[src/rtl/qpc_pkg.sv]
package qpc_pkg;
  typedef enum logic [1:0] {
    STEP_NONE = 2'd0,
    STEP_UP   = 2'd1,
    STEP_DN   = 2'd2,
    STEP_BAD  = 2'd3
  } step_e;

  // forward Gray order on {A,B}: 00 -> 10 -> 11 -> 01 -> 00
  function automatic logic [1:0] gray_fwd(input logic [1:0] s);
    case (s)
      2'b00:   gray_fwd = 2'b10;
      2'b10:   gray_fwd = 2'b11;
      2'b11:   gray_fwd = 2'b01;
      default: gray_fwd = 2'b00;
    endcase
  endfunction
endpackage

[src/rtl/qpc_filter.sv]
module qpc_filter #(
  parameter int FW = 4
) (
  input  logic          clk,
  input  logic          rst,
  input  logic          raw,
  input  logic [FW-1:0] len,
  output logic          lvl
);
  logic          s1_q, s2_q;
  logic [FW-1:0] run_q;
  logic [FW:0]   run_inc;

  assign run_inc = {1'b0, run_q} + 1'b1;

  always_ff @(posedge clk) begin
    if (rst) begin
      s1_q  <= 1'b0;
      s2_q  <= 1'b0;
      run_q <= '0;
      lvl   <= 1'b0;
    end else begin
      s1_q <= raw;
      s2_q <= s1_q;
      if (s2_q == lvl) begin
        run_q <= '0;
      end else if (run_inc >= {1'b0, len}) begin
        lvl   <= s2_q;
        run_q <= '0;
      end else begin
        run_q <= run_inc[FW-1:0];
      end
    end
  end


  filter_pass_chk: assert property (@(posedge clk) disable iff (rst)
    !$stable(lvl) |-> lvl == $past(s2_q));
endmodule

[src/rtl/qpc_decode.sv]
module qpc_decode
  import qpc_pkg::*;
(
  input  logic       clk,
  input  logic       rst,
  input  logic [1:0] ab,
  output step_e      step,
  output logic       err
);
  logic [1:0] prev_q;

  always_comb begin
    if (ab == prev_q)                 step = STEP_NONE;
    else if ((ab ^ prev_q) == 2'b11)  step = STEP_BAD;
    else if (gray_fwd(prev_q) == ab)  step = STEP_UP;
    else                              step = STEP_DN;
  end

  always_ff @(posedge clk) begin
    if (rst) begin
      prev_q <= 2'b00;
      err    <= 1'b0;
    end else begin
      prev_q <= ab;
      if (step == STEP_BAD) err <= 1'b1;
    end
  end


  err_sticky_chk: assert property (@(posedge clk) disable iff (rst)
    err |=> err);
endmodule

[src/rtl/quad_phase_counter.sv]
module quad_phase_counter
  import qpc_pkg::*;
#(
  parameter int CW = 16,
  parameter int FW = 4
) (
  input  logic                clk,
  input  logic                rst,
  input  logic [1:0]          pin_a,
  input  logic [1:0]          pin_b,
  input  logic [FW-1:0]       filt_len,
  input  logic                link_en,
  input  logic                wr_en,
  input  logic                wr_sel,
  input  logic [CW-1:0]       wr_data,
  input  logic [1:0][CW-1:0]  cmp_val,
  input  logic [1:0]          cmp_clr_en,
  input  logic [1:0]          cap_in,
  input  logic [1:0]          cap_clr_en,
  output logic [1:0][CW-1:0]  count,
  output logic [1:0][CW-1:0]  cap_val,
  output logic [1:0]          ovf,
  output logic [1:0]          unf,
  output logic [1:0]          err
);
  localparam int NCH = 2;
  localparam int WW  = 2 * CW;
  localparam logic [CW-1:0] HALF_MAX = {CW{1'b1}};
  localparam logic [WW-1:0] WIDE_MAX = {WW{1'b1}};

  step_e                stp [NCH];
  logic [NCH-1:0][CW-1:0] cnt_q, cnt_d, cap_q, cap_d;
  logic [NCH-1:0]       ovf_q, ovf_d, unf_q, unf_d;
  logic [WW-1:0]        wide, cmp_wide;
  logic                 clr_all;
  logic [NCH-1:0]       clr_ch;

  for (genvar g = 0; g < NCH; g++) begin : g_front
    logic fa, fb;
    qpc_filter #(.FW(FW)) u_fa (.clk(clk), .rst(rst), .raw(pin_a[g]), .len(filt_len), .lvl(fa));
    qpc_filter #(.FW(FW)) u_fb (.clk(clk), .rst(rst), .raw(pin_b[g]), .len(filt_len), .lvl(fb));
    qpc_decode u_dec (.clk(clk), .rst(rst), .ab({fa, fb}), .step(stp[g]), .err(err[g]));
  end

  assign wide     = {cnt_q[1], cnt_q[0]};
  assign cmp_wide = {cmp_val[1], cmp_val[0]};
  assign clr_all  = (cmp_clr_en[0] && (wide == cmp_wide)) || (cap_in[0] && cap_clr_en[0]);

  always_comb begin
    for (int i = 0; i < NCH; i++)
      clr_ch[i] = (cmp_clr_en[i] && (cnt_q[i] == cmp_val[i])) || (cap_in[i] && cap_clr_en[i]);
  end

  always_comb begin
    cnt_d = cnt_q;
    cap_d = cap_q;
    ovf_d = '0;
    unf_d = '0;
    if (link_en) begin
      if (cap_in[0]) cap_d = cnt_q;
      if (clr_all) begin
        cnt_d = '0;
      end else if (wr_en) begin
        cnt_d[wr_sel] = wr_data;
      end else if (stp[0] == STEP_UP) begin
        {cnt_d[1], cnt_d[0]} = wide + 1'b1;
        ovf_d[1] = (wide == WIDE_MAX);
      end else if (stp[0] == STEP_DN) begin
        {cnt_d[1], cnt_d[0]} = wide - 1'b1;
        unf_d[1] = (wide == '0);
      end
    end else begin
      for (int i = 0; i < NCH; i++) begin
        if (cap_in[i]) cap_d[i] = cnt_q[i];
        if (clr_ch[i]) begin
          cnt_d[i] = '0;
        end else if (wr_en && (wr_sel == i[0])) begin
          cnt_d[i] = wr_data;
        end else if (stp[i] == STEP_UP) begin
          cnt_d[i] = cnt_q[i] + 1'b1;
          ovf_d[i] = (cnt_q[i] == HALF_MAX);
        end else if (stp[i] == STEP_DN) begin
          cnt_d[i] = cnt_q[i] - 1'b1;
          unf_d[i] = (cnt_q[i] == '0);
        end
      end
    end
  end

  always_ff @(posedge clk) begin
    if (rst) begin
      cnt_q <= '0;
      cap_q <= '0;
      ovf_q <= '0;
      unf_q <= '0;
    end else begin
      cnt_q <= cnt_d;
      cap_q <= cap_d;
      ovf_q <= ovf_d;
      unf_q <= unf_d;
    end
  end

  assign count   = cnt_q;
  assign cap_val = cap_q;
  assign ovf     = ovf_q;
  assign unf     = unf_q;


  ovf_wrap_chk: assert property (@(posedge clk) disable iff (rst)
    ovf_q[0] |-> cnt_q[0] == '0);

  unf_wrap_chk: assert property (@(posedge clk) disable iff (rst)
    unf_q[0] |-> cnt_q[0] == HALF_MAX);

  link_low_quiet_chk: assert property (@(posedge clk) disable iff (rst)
    $past(link_en) |-> (ovf_q[0] == 1'b0) && (unf_q[0] == 1'b0));

  wr_prio_chk: assert property (@(posedge clk) disable iff (rst)
    (wr_en && !wr_sel && cap_in == 2'b00 && cmp_clr_en == 2'b00) |=> cnt_q[0] == $past(wr_data));

  cap_clr_chk: assert property (@(posedge clk) disable iff (rst)
    (cap_in[0] && cap_clr_en[0]) |=> cnt_q[0] == '0);
endmodule

[config.mk]
export PLATFORM = sky130hd
export DESIGN_NAME = quad_phase_counter
export DESIGN_NICKNAME = d
export VERILOG_FILES = /design/src/rtl/qpc_pkg.sv /design/src/rtl/qpc_filter.sv /design/src/rtl/qpc_decode.sv /design/src/rtl/quad_phase_counter.sv
export SDC_FILE = /design/constraint.sdc
export NUM_CORES = 1
export LEC_CHECK = 0
export ABC_CLOCK_PERIOD_IN_PS = 3700
export CAP_MARGIN = 20
export CORE_MARGIN = 1.5
export CORE_UTILIZATION = 41
export CTS_CLUSTER_SIZE = 14
export DETAILED_ROUTE_END_ITERATION = 10
export GPL_ROUTABILITY_DRIVEN = 0
export PLACE_DENSITY = 0.67
export RECOVER_POWER = 50
export SLEW_MARGIN = 20
export SYNTH_ARGS = -nofsm -noshare
export SYNTH_HDL_FRONTEND = slang
export SYNTH_SLANG_ARGS = --single-unit
[constraint.sdc]
create_clock -name clk -period 3.7 [get_ports clk]
set_input_delay 0.37 -clock clk [delete_from_list [all_inputs] [get_ports clk]]
set_output_delay 0.37 -clock clk [all_outputs]
set_load 0.005 [all_outputs]
# Word-level counts from Yosys, hierarchy flattened
# Cells that the tools add are included.
[word_totals]
regBits = 102
inputBits = 67
out_inout_bits = 70
elab_cells = 161
[op_classes]
n_addsub = 10
order_cmp = 6
n_eq_ne = 28
mux = 48
bitwise_logic = 9
reduce_logical = 32
[op_table]
columns = ["operator", "count"]
rows = [
  ["two-way mux 32 bit", 7],
  ["two-way mux 16 bit", 11],
  ["adder 16 x 1 -> 16 bit (second input constant)", 2],
  ["adder 32 x 1 -> 32 bit (second input constant)", 1],
  ["bitwise mux 32 bit", 1],
  ["== test 16 bit", 2],
  ["== test 16 bit (second input constant)", 2],
  ["== test 32 bit", 1],
  ["== test 32 bit (second input constant)", 1],
  ["logical NOT 16 bit", 2],
  ["logical NOT 32 bit", 1],
  ["subtractor 16 x 1 -> 16 bit (second input constant)", 2],
  ["subtractor 32 x 1 -> 32 bit (second input constant)", 1],
  ["adder 4 x 1 -> 5 bit (second input constant)", 4],
  ["== test 2 bit (second input constant)", 10],
  ["greater-or-equal comparator 5 x 4 -> 1 bit", 4],
  ["two-way mux 2 bit", 10],
  ["demux 16 bit (select 1 bit)", 1],
  ["two-way mux 1 bit", 16],
  ["AND reduction 2 bit", 7],
  ["one-hot mux 2 bit (3 select lines)", 2],
  ["OR reduction 3 bit", 4],
  ["nonzero test 5 bit", 2],
  ["== test 2 bit", 4],
  ["other kinds (14)", 35],
]

# Logic depth before layout (Yosys ltp)
[logic_depth]
depth_word = 14
mapped_depth = 17
ltp_nobuf = 15

# Cells and area by module
# Synthesis repeated with hierarchy kept, for this count alone.
[unflattened]
cells_unflattened = 917
area_unflattened_um2 = 7514.7
[modules_own_cells]
columns = ["module", "n_inst", "cells_per_inst", "area_each_um2"]
rows = [
  ["quad_phase_counter", 1, 735, 5745.5],
  ["qpc_filter (g_front[1].u_fa ...)", 2, 37, 362.8],
  ["qpc_filter (g_front[0].u_fa ...)", 2, 35, 359.1],
  ["qpc_decode", 2, 19, 162.7],
]

# Worst setup path after synthesis
# No wires, ideal clock.
[synth_timing]
path_type = "register -> register"
startpoint = "register g_front[0].u_fb.lvl"
endpoint = "register cnt_q (netlist bit count[30])"
setup_ns = 0.124
arrival_time_ns = 3.975
path_slack_ns = -0.400
stages_incl_launch_ff = 16
cell_sequence = "dfxtp_1 > clkbuf_1 > mux2i_1 > o21a_1 > inv_1 > ha_1 > inv_1 > ha_1 > and3_1 > and3_1 > a211oi_2 > a211oi_1 > o311a_1 > o21ai_0 > mux2i_1 > o22ai_1"
[synth_via]
elab_chain_len = 9
word_cells_on_any_way = 15
classes_between = "6 x eq/ne; 7 x mux; 1 x bitwise; 1 x reduce/logical"
[synth_rtl]
columns = ["item", "line_no", "rtl"]
rows = [
  ["from (decl)", "qpc_filter.sv:8", "output logic lvl"],
  ["from (signal assigned)", "qpc_filter.sv:28", "lvl <= s2_q;"],
  ["== test 2 bit or XOR 2 bit (tied branches)", "qpc_decode.sv:15, qpc_decode.sv:14", ""],
  ["two-way mux 2 bit or == test 2 bit (tied branches)", "qpc_decode.sv:15, qpc_decode.sv:14", ""],
  ["two-way mux 2 bit", "qpc_decode.sv:14", "else if ((ab ^ prev_q) == 2'b11) step = STEP_BAD;"],
  ["two-way mux 2 bit *", "qpc_decode.sv:13", "if (ab == prev_q) step = STEP_NONE;"],
  ["== test 2 x 1 -> 1 bit", "quad_phase_counter.sv:65", "end else if (stp[0] == STEP_UP) begin"],
  ["two-way mux 32 bit", "quad_phase_counter.sv:65", ""],
  ["two-way mux 32 bit", "quad_phase_counter.sv:63", "end else if (wr_en) begin"],
  ["two-way mux 32 bit", "quad_phase_counter.sv:61", "if (clr_all) begin"],
  ["two-way mux 32 bit", "quad_phase_counter.sv:59", "if (link_en) begin"],
  ["to (signal assigned)", "quad_phase_counter.sv:97", "cnt_q <= cnt_d;"],
  ["to (decl)", "quad_phase_counter.sv:32", "logic [NCH-1:0][CW-1:0] cnt_q, cnt_d, cap_q, cap_d;"],
]
# Mark *: on every way between the ends. The rest lies on a longest branch, timed or not.
# A chain may end at the register's enable or synchronous reset.

# Worst setup path after layout
[layout_timing]
startpoint = "register g_front[0].u_dec.prev_q[1]"
endpoint = "register cnt_q (netlist bit count[27])"
[layout_via]
elab_chain_len = 13
word_cells_on_any_way = 21
classes_between = "8 x eq/ne; 10 x mux; 1 x bitwise; 2 x reduce/logical"
[layout_rtl]
columns = ["item", "line_no", "rtl"]
rows = [
  ["from (decl)", "qpc_decode.sv:10", "logic [1:0] prev_q;"],
  ["from (signal assigned)", "qpc_decode.sv:21", "prev_q <= 2'b00;"],
  ["from (signal assigned)", "qpc_decode.sv:24", "prev_q <= ab;"],
  ["== test 2 bit or logical NOT 2 bit (tied branches)", "qpc_pkg.sv:11", "case (s)"],
  ["one-hot mux 2 bit (3 select lines)", "qpc_pkg.sv:11", ""],
  ["two-way mux 2 bit", "qpc_decode.sv:14", ""],
  ["two-way mux 2 bit", "qpc_decode.sv:13", ""],
  ["== test 2 bit", "qpc_decode.sv:15", "else if (gray_fwd(prev_q) == ab) step = STEP_UP;"],
  ["two-way mux 2 bit", "qpc_decode.sv:15", ""],
  ["two-way mux 2 bit", "qpc_decode.sv:14", ""],
  ["two-way mux 2 bit *", "qpc_decode.sv:13", ""],
  ["== test 2 x 1 -> 1 bit", "quad_phase_counter.sv:65", ""],
  ["two-way mux 32 bit", "quad_phase_counter.sv:65", ""],
  ["two-way mux 32 bit", "quad_phase_counter.sv:63", ""],
  ["two-way mux 32 bit", "quad_phase_counter.sv:61", ""],
  ["two-way mux 32 bit", "quad_phase_counter.sv:59", ""],
]
# Mark *: on every way between the ends. The rest lies on a longest branch, timed or not. The select of a mux whose other input is x is not followed.

==> impl_summary.md <==
STA
The headroom to the max-slew limit is -44.3%. The final critical-path required period is ~3.5 ns. The clock arrives with 0.0116 ns of skew. Setup violations remaining at the end of the flow were counted as 0. The number of slew-limit violations in the final report is 45. Derived from the worst setup path, the maximum achievable clock frequency is 282 MHz. Setup repair after global routing could not meet its margin everywhere. For the pin with the worst max-slew slack, the measured transition is 2.16 ns. Hold timing on the final database bottoms out at a slack of 0.442 ns.

The portion of the clock cycle consumed by the worst path in the final layout is ~96%. The number of endpoints with negative hold slack in the final report is 0.

Clock network
The clock buffer count from CTS is 9. The CTS tree is done. The H-tree generated during clock tree synthesis spans 3 levels. The clock root buffer is sky130_fd_sc_hd__clkbuf_16. At the later pin of the worst-skew pair, clock insertion delay measures 0.36 ns. The clock-pin slew of the registers on the worst-case setup and hold paths is 0.07 ns. The number of hold buffers added after CTS was 0.

The clock drives a little over 100 sinks. No sink is reached through more buffers than the 2 on the longest clock path.

Global route
The via count of the first global-routing pass came to 7224. Summed over all layers, the global routing overflow is 0. The pin count of the biggest net entering global routing is 45. The aggregate global-route resource usage is about 26%. The wire length of the first global-routing pass is 38.9 mm. The number of antenna violations at the first check in global routing came to 0.

Setup path
Traced cell by cell, the critical path runs through nand2_1, o211ai_1, o21a_1, ha_4, clkinvlp_4, buf_12, ha_1, a211o_1, a31o_2, nand4bb_1, nand4_1, a31oi_1, xnor2_1, a221oi_1, nor3_1. The family with the most delay on the worst path is compound AO/OA/AOI/OAI gates. The arrival time of data at the critical path endpoint is 3.77 ns.

The element type at the critical path start is a flip-flop. The setup path with the least slack is of type flip-flop to flip-flop. The worst-path cell with the longest stage delay is sky130_fd_sc_hd__dfxtp_1. The maximum single-stage delay on the critical path is between 0.4 and 0.5 ns. The sum of buffers and inverters on the critical path is 2. The data required time at the worst endpoint is 3.92 ns.

The worst setup path is captured at a flip-flop. The largest driver fanout on the critical path is 22.

Layout
The number of antenna diodes in the final layout is 0. Relative to the synthesized area, the layout overhead comes to 29.6%. The final layout contains about 1200 nets. After filler insertion, the fill cell instance count of the layout stands at 1682. Summing all multi-input logic gate instances after layout gives 5480 sq um. In the final layout, the share of cells above drive strength 1 is 9.93%. The register area is just over 2000 sq um. After routing the design area is approximately 10000 sq um.

Power
The ratio of total power to cell area is 450 nW/um^2. The leakage power of the design is 4.13 nW. Across the VDD grid, the largest voltage drop is 0.224 mV.

Detailed routing
In this run, the number of DRC markers left after iteration 0 of detailed routing was 588. In the routed design, unresolved DRC markers number 7. The final routed wire length divided by cell count is 19.0 um. The routed design has 25.0 mm of wire.

The final route contains 7511 vias. The count of nets left with antenna violations after detail routing is 0. The routed via count divided by cell count is ~5.7.

The total iterations of the first detailed-routing run is 8.

Floorplan
Measured along the x axis, the die boundary spans 140 um. The die covers around 20000 sq um. The site row count is 49. The vertical extent of the die is 140 um. The starting utilization of the core area is 42.2%.

The number of ports placed on the die boundary is 137. The core region area is 18100 sq um.

Placed design
The instance area at placement is 9580 sq um. Once detailed placement completed, the half-perimeter wirelength came to 19.6 mm. In this run the tool buffered the top-level ports with 136 buffer cells.

Synth
The portion of synthesized cell area occupied by the leading cell type is a little over a quarter. sky130_fd_sc_hd__dfxtp_1 takes more of the synthesized area than any other cell. The cell count after synthesis came out at 934. The synthesized design contains roughly 100 register bits.

The dominant register cell in the synthesized netlist is sky130_fd_sc_hd__dfxtp_1. Averaged over all synthesized cells, the footprint is 8.21 sq um. Counting every net in the synthesized netlist gives 1076. The count of warnings emitted by yosys is 0.

The number of enable flip-flop cells after synthesis is 0. The synthesized netlist contains 71 unique library cells. The register area share after synthesis is 26.6%. The async set-reset flop share out of synthesis is 0%. The mapped netlist covers roughly 7700 sq um.

Yosys attributes the largest share of cell area to sky130_fd_sc_hd__dfxtp_1 (27%), sky130_fd_sc_hd__ha_1 (12%), sky130_fd_sc_hd__xnor2_1 (6.1%), sky130_fd_sc_hd__a21oi_1 (4.5%), sky130_fd_sc_hd__nand2_1 (4.5%).

Flow run
The number of max-cap violations is 1.

Run status
The final reports fail on design-rule violations, max-capacitance violations, max-slew violations. The flow ran to the end, but the final reports show violations.

Min path
The min-delay analysis places its worst path in the category flip-flop to flip-flop.
through the flow:
stage          utilization (%)  TNS, ns  std cells  worst slack (ns)  power (W)
2_1_floorplan                -   -0.474        934            -0.110    0.00269
3_3_place_gp              52.8        0       1300             0.190    0.00339
3_5_place_dp              52.8        0       1300             0.104    0.00339
4_1_cts                   54.6        0       1316            0.0678    0.00444
5_1_grt                   54.7   -0.110       1317           -0.0384    0.00475
6_report                  54.7        0       1317             0.153    0.00447
layout make-up:
cell class,count,area share [%]
multi-input combinational,762,55.1
sequential,102,20.6
timing repair buffer,177,16.9
tap,229,2.88
clock buffer,11,2.44
inverter,31,1.21
clock inverter,5,0.831
routing by layer:
layer	wire (um)	part of all wire, %	up-vias	GRT usage [%]
met2	11400	45	291	41.1
met1	11000	44	3469	34.3
met3	1820	7.3	45	3.75
met4	772	3.1	0	10.2
li1	-	-	3706	-
met5	0	0	-	0
placed cells by master (no fill, tap or decap), types with 5 or more instances in the layout:
| cell type | netlist | routed |
|---|---|---|
| sky130_fd_sc_hd__inv_1 | 31 | 29 |
| sky130_fd_sc_hd__xnor2_1 | 53 | 53 |
| sky130_fd_sc_hd__clkbuf_16 | 0 | 9 |
| sky130_fd_sc_hd__a221oi_2 | 12 | 12 |
| sky130_fd_sc_hd__or3_1 | 8 | 8 |
| sky130_fd_sc_hd__a21oi_1 | 69 | 68 |
| sky130_fd_sc_hd__nor2b_1 | 30 | 30 |
| sky130_fd_sc_hd__ha_1 | 73 | 62 |
| sky130_fd_sc_hd__ha_4 | 0 | 10 |
| sky130_fd_sc_hd__nand3_1 | 21 | 21 |
| sky130_fd_sc_hd__o31ai_1 | 5 | 5 |
| sky130_fd_sc_hd__and2_1 | 6 | 5 |
| sky130_fd_sc_hd__o21a_1 | 5 | 5 |
| sky130_fd_sc_hd__clkdlybuf4s50_1 | 0 | 96 |
| sky130_fd_sc_hd__dlygate4sd3_1 | 0 | 39 |
| sky130_fd_sc_hd__nor3_1 | 18 | 18 |
| sky130_fd_sc_hd__o21ai_0 | 40 | 37 |
| sky130_fd_sc_hd__nor3_2 | 8 | 8 |
| sky130_fd_sc_hd__a221oi_1 | 12 | 12 |
| sky130_fd_sc_hd__nor4_1 | 12 | 12 |
| sky130_fd_sc_hd__mux2i_1 | 25 | 25 |
| sky130_fd_sc_hd__nand2_1 | 92 | 92 |
| sky130_fd_sc_hd__nor2_1 | 91 | 89 |
| sky130_fd_sc_hd__o21bai_1 | 8 | 8 |
| sky130_fd_sc_hd__dfxtp_1 | 102 | 101 |
| sky130_fd_sc_hd__xor2_1 | 32 | 32 |
| sky130_fd_sc_hd__a21o_1 | 9 | 9 |
| sky130_fd_sc_hd__a31oi_1 | 18 | 18 |
| sky130_fd_sc_hd__nand4_1 | 22 | 22 |
| sky130_fd_sc_hd__a211oi_1 | 14 | 13 |
| sky130_fd_sc_hd__nand2b_1 | 9 | 9 |
| sky130_fd_sc_hd__buf_4 | 4 | 37 |
state kept, by name, summed over array words and instances, names as in the netlist:
register,count
cap_val,32
g_front.u_dec.prev_q,4
count,32
g_front.u_fa.s2_q,2
g_front.u_dec.err,2
g_front.u_fa.run_q,8
g_front.u_fb.lvl,2
g_front.u_fa.s1_q,2
ovf,2
g_front.u_fb.s1_q,2
g_front.u_fa.lvl,2
g_front.u_fb.run_q,8
unf,2
g_front.u_fb.s2_q,2
Yosys cell counts (21+ instances only):
master	instances
sky130_fd_sc_hd__dfxtp_1	102
sky130_fd_sc_hd__nand2_1	92
sky130_fd_sc_hd__nor2_1	91
sky130_fd_sc_hd__ha_1	73
sky130_fd_sc_hd__a21oi_1	69
sky130_fd_sc_hd__xnor2_1	53
sky130_fd_sc_hd__o21ai_0	40
sky130_fd_sc_hd__xor2_1	32
sky130_fd_sc_hd__inv_1	31
sky130_fd_sc_hd__nor2b_1	30
sky130_fd_sc_hd__mux2i_1	25
sky130_fd_sc_hd__clkbuf_1	22
sky130_fd_sc_hd__nand4_1	22
sky130_fd_sc_hd__nand3_1	21
power breakdown:
| group | total (W) | switching [W] | internal [W] |
|---|---|---|---|
| clock | 0.00105 | 0.000432 | 0.000613 |
| sequential | 0.00132 | 0.000142 | 0.00118 |
| combinational | 0.00210 | 0.00112 | 0.000982 |
| total | 0.00447 | 0.00170 | 0.00277 |
kinds of logic after synthesis:
family	Yosys count	share of synthesized area (%)
fa+ha+maj	75	12.4
flops	102	26.6
xor+xnor	86	9.93
compound gates	235	21.1
simple gates	340	22.2
mux	26	3.41
buf+inv	70	4.29
worst paths after layout:
check                              end                       start  slack (ns)  cells after the start
hold reg to reg   g_front[0].u_fb.s2_q        g_front[0].u_fb.s1_q        0.44                      1
setup / recovery             count[27]  g_front[0].u_dec.prev_q[1]        0.15                     15
hold / removal    g_front[0].u_fb.s2_q        g_front[0].u_fb.s1_q        0.44                      1
setup reg to reg             count[27]  g_front[0].u_dec.prev_q[1]        0.15                     15
timing repair:
item                                   in CTS  in global routing
setup endpoints to repair                   0                  8
endpoints found under the hold margin       0                  0
gates resized for setup                     0                  8
setup buffers                               0                  1
worst register-to-register path, cell delays in order, from the launching register on:
cell and delay [ns]:
sky130_fd_sc_hd__dfxtp_1 0.41, sky130_fd_sc_hd__nand2_1 0.07, sky130_fd_sc_hd__o211ai_1 0.09, sky130_fd_sc_hd__o21a_1 0.21, sky130_fd_sc_hd__ha_4 0.21, sky130_fd_sc_hd__clkinvlp_4 0.12, sky130_fd_sc_hd__buf_12 0.19, sky130_fd_sc_hd__ha_1 0.34
sky130_fd_sc_hd__a211o_1 0.30, sky130_fd_sc_hd__a31o_2 0.23, sky130_fd_sc_hd__nand4bb_1 0.19, sky130_fd_sc_hd__nand4_1 0.18, sky130_fd_sc_hd__a31oi_1 0.29, sky130_fd_sc_hd__xnor2_1 0.12, sky130_fd_sc_hd__a221oi_1 0.38, sky130_fd_sc_hd__nor3_1 0.09
Power figures use the tool's default switching activity.
